File: src/rtl/irq_flag_pkg.sv
`timescale 1ns/1ps
package irq_flag_pkg;
  localparam int NSRC     = 11;
  localparam int NVEC     = 9;
  localparam int EVT_W    = 6;
  localparam int EXT_W    = 4;
  localparam int VEC_W    = $clog2(NVEC);
  localparam int SEL_W    = $clog2(NSRC);
  localparam int VEC_SPAN = 1 << VEC_W;
  localparam int SEL_SPAN = 1 << SEL_W;

  localparam int SRC_T1A   = 0;
  localparam int SRC_T1B   = 1;
  localparam int SRC_T0    = 2;
  localparam int SRC_BT    = 3;
  localparam int SRC_SER   = 4;
  localparam int SRC_EXT3  = 5;
  localparam int SRC_EXT0  = 6;
  localparam int SRC_EXT1  = 7;
  localparam int SRC_KEY   = 8;
  localparam int SRC_WATCH = 9;
  localparam int SRC_EXT2  = 10;

  // Map a source flag to its service vector (lower vector = higher priority)
  function automatic logic [VEC_W-1:0] src_vec(input int s);
    case (s)
      SRC_T1A, SRC_T1B:   src_vec = VEC_W'(0);
      SRC_T0:             src_vec = VEC_W'(1);
      SRC_BT:             src_vec = VEC_W'(2);
      SRC_SER:            src_vec = VEC_W'(3);
      SRC_EXT3:           src_vec = VEC_W'(4);
      SRC_EXT0, SRC_EXT1: src_vec = VEC_W'(5);
      SRC_KEY:            src_vec = VEC_W'(6);
      SRC_WATCH:          src_vec = VEC_W'(7);
      default:            src_vec = VEC_W'(8);
    endcase
  endfunction

  // Flags that only software may clear
  function automatic logic src_sticky(input int s);
    src_sticky = (s == SRC_WATCH) || (s == SRC_EXT2);
  endfunction
endpackage

File: src/rtl/irq_pin_edge.sv
`timescale 1ns/1ps
module irq_pin_edge #(
  parameter int W = 4
) (
  input  logic         clk,
  input  logic         rst_n,
  input  logic [W-1:0] pin,
  input  logic [W-1:0] rise_en,
  input  logic [W-1:0] fall_en,
  output logic [W-1:0] hit
);
  logic [W-1:0] meta_q, sync_q, hist_q;

  always_ff @(posedge clk or negedge rst_n) begin
    if (!rst_n) begin
      meta_q <= '0;
      sync_q <= '0;
      hist_q <= '0;
    end else begin
      meta_q <= pin;
      sync_q <= meta_q;
      hist_q <= sync_q;
    end
  end

  for (genvar i = 0; i < W; i++) begin : g_edge
    assign hit[i] = (sync_q[i] & ~hist_q[i] & rise_en[i]) |
                    (~sync_q[i] & hist_q[i] & fall_en[i]);
  end
endmodule

File: src/rtl/irq_flag_bank.sv
`timescale 1ns/1ps
module irq_flag_bank
  import irq_flag_pkg::*;
(
  input  logic             clk,
  input  logic             rst_n,
  input  logic [NSRC-1:0]  hw_set,
  input  logic [NSRC-1:0]  src_en,
  input  logic             ack_ok,
  input  logic [VEC_W-1:0] ack_vec,
  input  logic             wr,
  input  logic [SEL_W-1:0] sel,
  input  logic             wdata,
  output logic [NSRC-1:0]  flag_q,
  output logic [NSRC-1:0]  flag_d
);
  logic [1:0]      en_cnt [VEC_SPAN];
  logic [NSRC-1:0] clr;
  logic [NSRC-1:0] wr_hit;
  logic            flag_upd;

  always_comb begin
    for (int v = 0; v < VEC_SPAN; v++) en_cnt[v] = 2'd0;
    for (int s = 0; s < NSRC; s++)
      en_cnt[src_vec(s)] = en_cnt[src_vec(s)] + 2'(src_en[s]);
  end

  always_comb begin
    for (int s = 0; s < NSRC; s++) begin
      wr_hit[s] = wr && (sel == SEL_W'(s));
      clr[s]    = ack_ok && (src_vec(s) == ack_vec) && src_en[s] &&
                  !src_sticky(s) && (en_cnt[ack_vec] == 2'd1);
      if (hw_set[s])      flag_d[s] = 1'b1;
      else if (wr_hit[s]) flag_d[s] = wdata;
      else if (clr[s])    flag_d[s] = 1'b0;
      else                flag_d[s] = flag_q[s];
    end
    flag_upd = |(hw_set | wr_hit | clr);
  end

  always_ff @(posedge clk or negedge rst_n) begin
    if (!rst_n)        flag_q <= '0;
    else if (flag_upd) flag_q <= flag_d;
  end
endmodule

File: src/rtl/irq_arbiter.sv
`timescale 1ns/1ps
module irq_arbiter
  import irq_flag_pkg::*;
(
  input  logic [NSRC-1:0]     flag_n,
  input  logic [NSRC-1:0]     src_en,
  input  logic                gie,
  input  logic                req_q,
  input  logic                ack_ok,
  input  logic [VEC_W-1:0]    vec_q,
  output logic [VEC_SPAN-1:0] vpend,
  output logic                req_d,
  output logic [VEC_W-1:0]    vec_d
);
  logic [VEC_W-1:0] win;
  logic             hold;

  always_comb begin
    vpend = '0;
    for (int s = 0; s < NSRC; s++)
      vpend[src_vec(s)] = vpend[src_vec(s)] | (flag_n[s] & src_en[s]);
    win = '0;
    for (int v = NVEC - 1; v >= 0; v--)
      if (vpend[v]) win = VEC_W'(v);
    hold  = req_q && !ack_ok && vpend[vec_q];
    req_d = gie && (|vpend);
    vec_d = hold ? vec_q : win;
  end
endmodule

File: src/rtl/irq_flag_ctrl.sv
`timescale 1ns/1ps
module irq_flag_ctrl
  import irq_flag_pkg::*;
#(
  parameter int KEY_W = 8
) (
  input  logic             clk,
  input  logic             rst_n,
  input  logic [EVT_W-1:0] int_evt,
  input  logic [EXT_W-1:0] ext_pin,
  input  logic [2:0]       ext_rise_sel,
  input  logic [KEY_W-1:0] key_pin,
  input  logic             key_rise_sel,
  input  logic [NSRC-1:0]  src_en,
  input  logic             gie,
  input  logic             irq_ack,
  input  logic             reg_wr,
  input  logic [SEL_W-1:0] reg_sel,
  input  logic             reg_wdata,
  output logic             reg_rdata,
  output logic             irq_req,
  output logic [VEC_W-1:0] irq_vec
);
  localparam int PIN_W = EXT_W + KEY_W;

  logic                rst_m, rst_q;
  logic [PIN_W-1:0]    pin_all, rise_en, fall_en, hit;
  logic [NSRC-1:0]     set_vec, flag_q, flag_d;
  logic [SEL_SPAN-1:0] flag_pad;
  logic [VEC_SPAN-1:0] vpend;
  logic                ack_ok, req_d, out_upd;
  logic [VEC_W-1:0]    vec_d;

  // reset: asserted at once, released on the clock
  always_ff @(posedge clk or negedge rst_n) begin
    if (!rst_n) begin
      rst_m <= 1'b0;
      rst_q <= 1'b0;
    end else begin
      rst_m <= 1'b1;
      rst_q <= rst_m;
    end
  end

  assign pin_all = {key_pin, ext_pin};
  assign rise_en = {{KEY_W{key_rise_sel}},  1'b1, ext_rise_sel};
  assign fall_en = {{KEY_W{~key_rise_sel}}, 1'b1, ~ext_rise_sel};

  irq_pin_edge #(.W(PIN_W)) u_edge (
    .clk     (clk),
    .rst_n   (rst_q),
    .pin     (pin_all),
    .rise_en (rise_en),
    .fall_en (fall_en),
    .hit     (hit)
  );

  always_comb begin
    set_vec            = '0;
    set_vec[SRC_T1A]   = int_evt[0];
    set_vec[SRC_T1B]   = int_evt[1];
    set_vec[SRC_T0]    = int_evt[2];
    set_vec[SRC_BT]    = int_evt[3];
    set_vec[SRC_SER]   = int_evt[4];
    set_vec[SRC_WATCH] = int_evt[5];
    set_vec[SRC_EXT0]  = hit[0];
    set_vec[SRC_EXT1]  = hit[1];
    set_vec[SRC_EXT2]  = hit[2];
    set_vec[SRC_EXT3]  = hit[3];
    set_vec[SRC_KEY]   = |hit[PIN_W-1:EXT_W];
  end

  assign ack_ok = irq_ack && irq_req;

  irq_flag_bank u_bank (
    .clk     (clk),
    .rst_n   (rst_q),
    .hw_set  (set_vec),
    .src_en  (src_en),
    .ack_ok  (ack_ok),
    .ack_vec (irq_vec),
    .wr      (reg_wr),
    .sel     (reg_sel),
    .wdata   (reg_wdata),
    .flag_q  (flag_q),
    .flag_d  (flag_d)
  );

  irq_arbiter u_arb (
    .flag_n (flag_d),
    .src_en (src_en),
    .gie    (gie),
    .req_q  (irq_req),
    .ack_ok (ack_ok),
    .vec_q  (irq_vec),
    .vpend  (vpend),
    .req_d  (req_d),
    .vec_d  (vec_d)
  );

  assign out_upd = (req_d != irq_req) || (vec_d != irq_vec);

  always_ff @(posedge clk or negedge rst_q) begin
    if (!rst_q) begin
      irq_req <= 1'b0;
      irq_vec <= '0;
    end else if (out_upd) begin
      irq_req <= req_d;
      irq_vec <= vec_d;
    end
  end

  assign flag_pad  = SEL_SPAN'(flag_q);
  assign reg_rdata = flag_pad[reg_sel];
endmodule

File: config.mk
export PLATFORM = sky130hd
export DESIGN_NAME = irq_flag_ctrl
export DESIGN_NICKNAME = d
export VERILOG_FILES = /design/src/rtl/irq_flag_pkg.sv /design/src/rtl/irq_pin_edge.sv /design/src/rtl/irq_flag_bank.sv /design/src/rtl/irq_arbiter.sv /design/src/rtl/irq_flag_ctrl.sv
export SDC_FILE = /design/constraint.sdc
export NUM_CORES = 1
export LEC_CHECK = 0
export BUFFER_PORTS_ARGS = -buffer_cell sky130_fd_sc_hd__buf_2
export CORE_UTILIZATION = 51
export DETAILED_ROUTE_END_ITERATION = 6
export PLACE_DENSITY = 0.81
export SKIP_LAST_GASP = 1
export SYNTH_ARGS = -nofsm -noshare
export SYNTH_HDL_FRONTEND = slang
export SYNTH_HIERARCHICAL = 1
export SYNTH_SLANG_ARGS = --single-unit
File: constraint.sdc
create_clock -name clk -period 1.84 [get_ports clk]
set_clock_uncertainty 0.05 [all_clocks]
set_input_delay 0.46 -clock clk [delete_from_list [all_inputs] [get_ports clk]]
set_output_delay 0.46 -clock clk [all_outputs]
set_load 0.01 [all_outputs]
* After elaboration in Yosys (flattened, before gate mapping)
Cells that the tools add are included. Widths: inputs -> output; s select.
Storage, ports and cells: register bits 54, logic and storage cells 227
Operators by class: reduce and logical (&&, ||, !) cells 47, bitwise operators 100, magnitude comparators 3, multiplexer cells 48, add/sub/neg operators 2, equality and inequality tests 19
Operators by type and width (number):
- $and 1x1->1 | 57
- $logic_and 1x1->1 | 40
- $mux 4 | 10
- $mux 1 | 33
- $not 1->1 | 25
- $eq 4x3->1 const B | 4
- $or 1x1->1 | 14
- $eq 3x4->1 const A | 3
- $eq 4x4->1 const B | 3
- $or 11x11->11 | 1
- $or 11x9->11 | 1
- $reduce_or 11->1 | 1
- $lt 4x5->1 const B | 2
- $reduce_or 9->1 | 1
- $bmux 1 s4 | 2
- $bmux 2 s4 | 1
- $eq 2x4->1 const A | 2
- $eq 4x2->1 const B | 2
- $logic_not 4->1 | 2
- $reduce_or 8->1 | 1
- $ge 5x5->1 const B | 1
- $not 4->5 | 1
- $add 1x1->2 | 2
- $eq 1x4->1 const A | 1
- other kinds (8) | 9

* Logic depth before layout (Yosys ltp)
depth after elaboration 20, gate-level depth with buffers 13, depth with buffers taken out 12

* Hierarchy
Netlist, hierarchy kept.
By module, submodules not included:
- irq_pin_edge | seq. area each 900.9 sq um, cells an instance 72, instances 1, area each 1141.1 sq um
- irq_flag_bank | seq. area each 275.3 sq um, cells an instance 108, instances 1, area each 943.4 sq um
- irq_arbiter | seq. area each 0.0 sq um, cells an instance 55, instances 1, area each 364.1 sq um
- irq_flag_ctrl | seq. area each 175.2 sq um, cells an instance 29, instances 1, area each 335.3 sq um

* Least setup slack after synthesis
Ideal clock, no wire load.
path type register to register, start point reg irq_vec[0], end point reg irq_vec[0], setup time 115 ps, data required time 1675 ps, slack -936 ps, clock period less this slack 2776 ps, arrival time 2611 ps, path buffers 2, stages on the path, launching flop included 12, cells stage by stage dfrtp_1 buf_2 and3_1 o21ai_0 and4_4 o211ai_1 a22oi_1 mux4_2 nand2b_4 a21oi_4 mux2_4 clkbuf_1
Between the ends: longest elaborated chain between the ends 20, elaborated cells on any way between the ends 91, those cells by class eq/ne (9); mux (40); bitwise (12); reduce/logical (30)
RTL lines:
- start: declaration | line irq_flag_ctrl.sv:22 | output logic [VEC_W-1:0] irq_vec
- start signal: assignment | line irq_flag_ctrl.sv:109 | irq_vec <= vec_d;
- $not 4->5
- $bmux 2 s4
- $mux 2 (2 in a row)
- $eq 2x1->1
- $logic_and 1x1->1 * | line irq_flag_bank.sv:32 | !src_sticky(s) && (en_cnt[ack_vec] == 2'd1);
- $mux 1 * | line irq_flag_bank.sv:35 | else if (clr[s]) flag_d[s] = 1'b0;
- $mux 1 * | line irq_flag_bank.sv:34 | else if (wr_hit[s]) flag_d[s] = wdata;
- $mux 1 * | line irq_flag_bank.sv:33 | if (hw_set[s]) flag_d[s] = 1'b1;
- via flag_d[7] | line irq_flag_ctrl.sv:28 | logic [NSRC-1:0] set_vec, flag_q, flag_d;
- $and 1x1->1 * | line irq_arbiter.sv:21 | vpend[src_vec(s)] = vpend[src_vec(s)] | (flag_n[s] & src_en[s]);
- $or 1x1->1 * | line irq_arbiter.sv:21
- $mux 4 (6 in a row) | line irq_arbiter.sv:24 | if (vpend[v]) win = VEC_W'(v);
- $mux 4 * | line irq_arbiter.sv:27 | vec_d = hold ? vec_q : win;
- via vec_d[0] | line irq_flag_ctrl.sv:32 | logic [VEC_W-1:0] vec_d;
- $ne 4x4->1 | line irq_flag_ctrl.sv:101 | assign out_upd = (req_d != irq_req) || (vec_d != irq_vec);
- $logic_or 1x1->1 | line irq_flag_ctrl.sv:101
The timed path passes the listed nets; every way through them passes the cells marked *. The select of a mux whose other input is x is not followed. A chain may end at the register's enable or synchronous reset.

* Final worst setup path
start point reg irq_vec[1], end point reg irq_vec[0]
Same word-level chain as after synthesis.

==> reports/metrics.cfg <==
[pwr]
power_leakage_nw = 1.72
peakVddDrop_mv = 0.632
power_density_nw_per_um2 = 676

[clocking]
cts.clk_slew.worst_paths_ps = 100
cts_tree = built
clock-sinks = 54
insertion_delay_ps = 310
numCtsBuffers = 5
cts_buffer_depth = 2
clockRootBuffer = clkbuf_8
cts.htree.levels = 2

[synth]
synth_cells = 254
ys_warn_count = 6
synthesis.area_um2 = 2720
synth_area_per_cell_um2 = 10.7

[worst_setup_path]
path_class = reg -> reg
required_ps = 1980
rrSetupSlack_ps = -810
path_buf_inv = 0
cp_num_cells = 9
startpoint_type = flop
crit_family = multiplexers
worst_r2r_path_depth = 9
max_stage_delay_ps = 490
crit_slowest_cell = dfrtp_2
endpoint_kind = flop
crit_chain = mux2i_1 > a221oi_2 > and4_4 > o211ai_1 > a22oi_2 > mux4_2 > nand2b_4 > a21oi_4 > mux2_4
worstPathArrival_ps = 2800
cp_max_fo = 5

[sta]
rsz0062_at_grt = true
fmax_ghz = 0.377
fin_ws_ps = -814
hold_viol_final = 0
fin_crit_ps = 2650
layout_worst_path_cycle_share = 1.44
setup_viol = 6
fin_tns_setup_ps = -3920
slew_viol_final = 0

[global_route]
grt-ovfl-total = 0
grt_max_degree = 27
grt_pass1_wl_mm = 10.0
first_global_vias = 2197
antenna_found_initial = 0
grt_usage = 0.246

[layout]
n_antenna_cell = 0
nNetsFinal = 416
multiInputGateArea_um2 = 1360
syn_to_final_growth_pct = 39.1
final_common_cell = buf_4
final-seq-area_um2 = 1360
instances_no_fill = 442
final_cell_mix = buf_4, dfrtp_1, buf_2
fillCellCount = 352
drive_above_1_share = 0.478

[placed_design]
post-place-cells = 430
port_buffers = 48
hpwl_mm = 5.12
gp_routability_congestion = 0.881

[route]
first_iter_violations = 201
vias_per_cell = 5.61
drcViolationCount = 0
num_vias = 2481
drtAntennaViolNets = 0
wire_per_inst_um = 15.6
dr.pass1.iters = 5
wirelength_mm = 6.90

[die]
dieArea_um2 = 5630
die_h_um = 75.0
rows = 26
num_io_pins = 49
die_w_um = 75.0
initial_utilization = 0.533
fp.coreArea_um2 = 5110

[hold_path]
hp-class = reg -> async

[status]
failed_checks = negative setup slack
outcome = finished with violations

[run]
drv_cap = 0

report_power, final:
part           internal [mW]  switching, mW
Sequential              1.25         0.0512
Clock                  0.283          0.409
Combinational          0.301          0.270
Total                   1.83          0.730
registers in the layout, summed over array words and instances (netlist names):
register and flops:
irq_vec 4, u_bank/flag_q 11, u_edge/sync_q 12, rst_q 1, u_edge/meta_q 12, rst_m 1
u_edge/hist_q 12, irq_req 1
path summary, 6_finish.rpt:
path	start	end
hold reg to reg	rst_q	u_edge/meta_q[7]
min in group clk	key_pin[3]	u_edge/meta_q[7]
hold / removal	rst_q	u_edge/meta_q[7]
setup reg to reg	irq_vec[1]	irq_vec[0]
setup / recovery	irq_vec[1]	irq_vec[0]
max in group asynchronous	rst_q	u_edge/hist_q[4]
final cells by class:
cell class,instances,area share
clock inverter,3,0.00760
inverter,14,0.0139
multi-input combinational,178,0.360
tap,70,0.0231
sequential,54,0.359
clock buffer,5,0.0182
timing repair buffer,118,0.219
layer usage:
layer,wire length [um],track usage
met5,0,0
met4,68,0.0629
met3,399,0.0509
met2,3510,0.413
met1,2920,0.327
stage by stage:
stage | total power [mW] | hold WS, ps | util | worst slack (ps) | instance area (um2)
after floorplan | 1.57 | 114 | - | -861 | 2760
after global placement | 1.81 | 94.3 | 0.698 | -941 | 3570
after detailed placement | 1.83 | 92.0 | 0.698 | -1090 | 3570
after CTS | 2.54 | 99.4 | 0.725 | -768 | 3700
after global routing | 2.67 | 109 | 0.741 | -921 | 3780
final | 2.56 | 91.1 | 0.741 | -814 | 3780
timing repair:
item	4_1_cts	5_1_grt
endpoints found under the hold margin	2	0
endpoints found under the setup margin	6	6
buffers inserted	1	3
resized for setup	9	19
pin swaps	7	11
hold buffers	1	0
(Power assumes the default switching activity.)
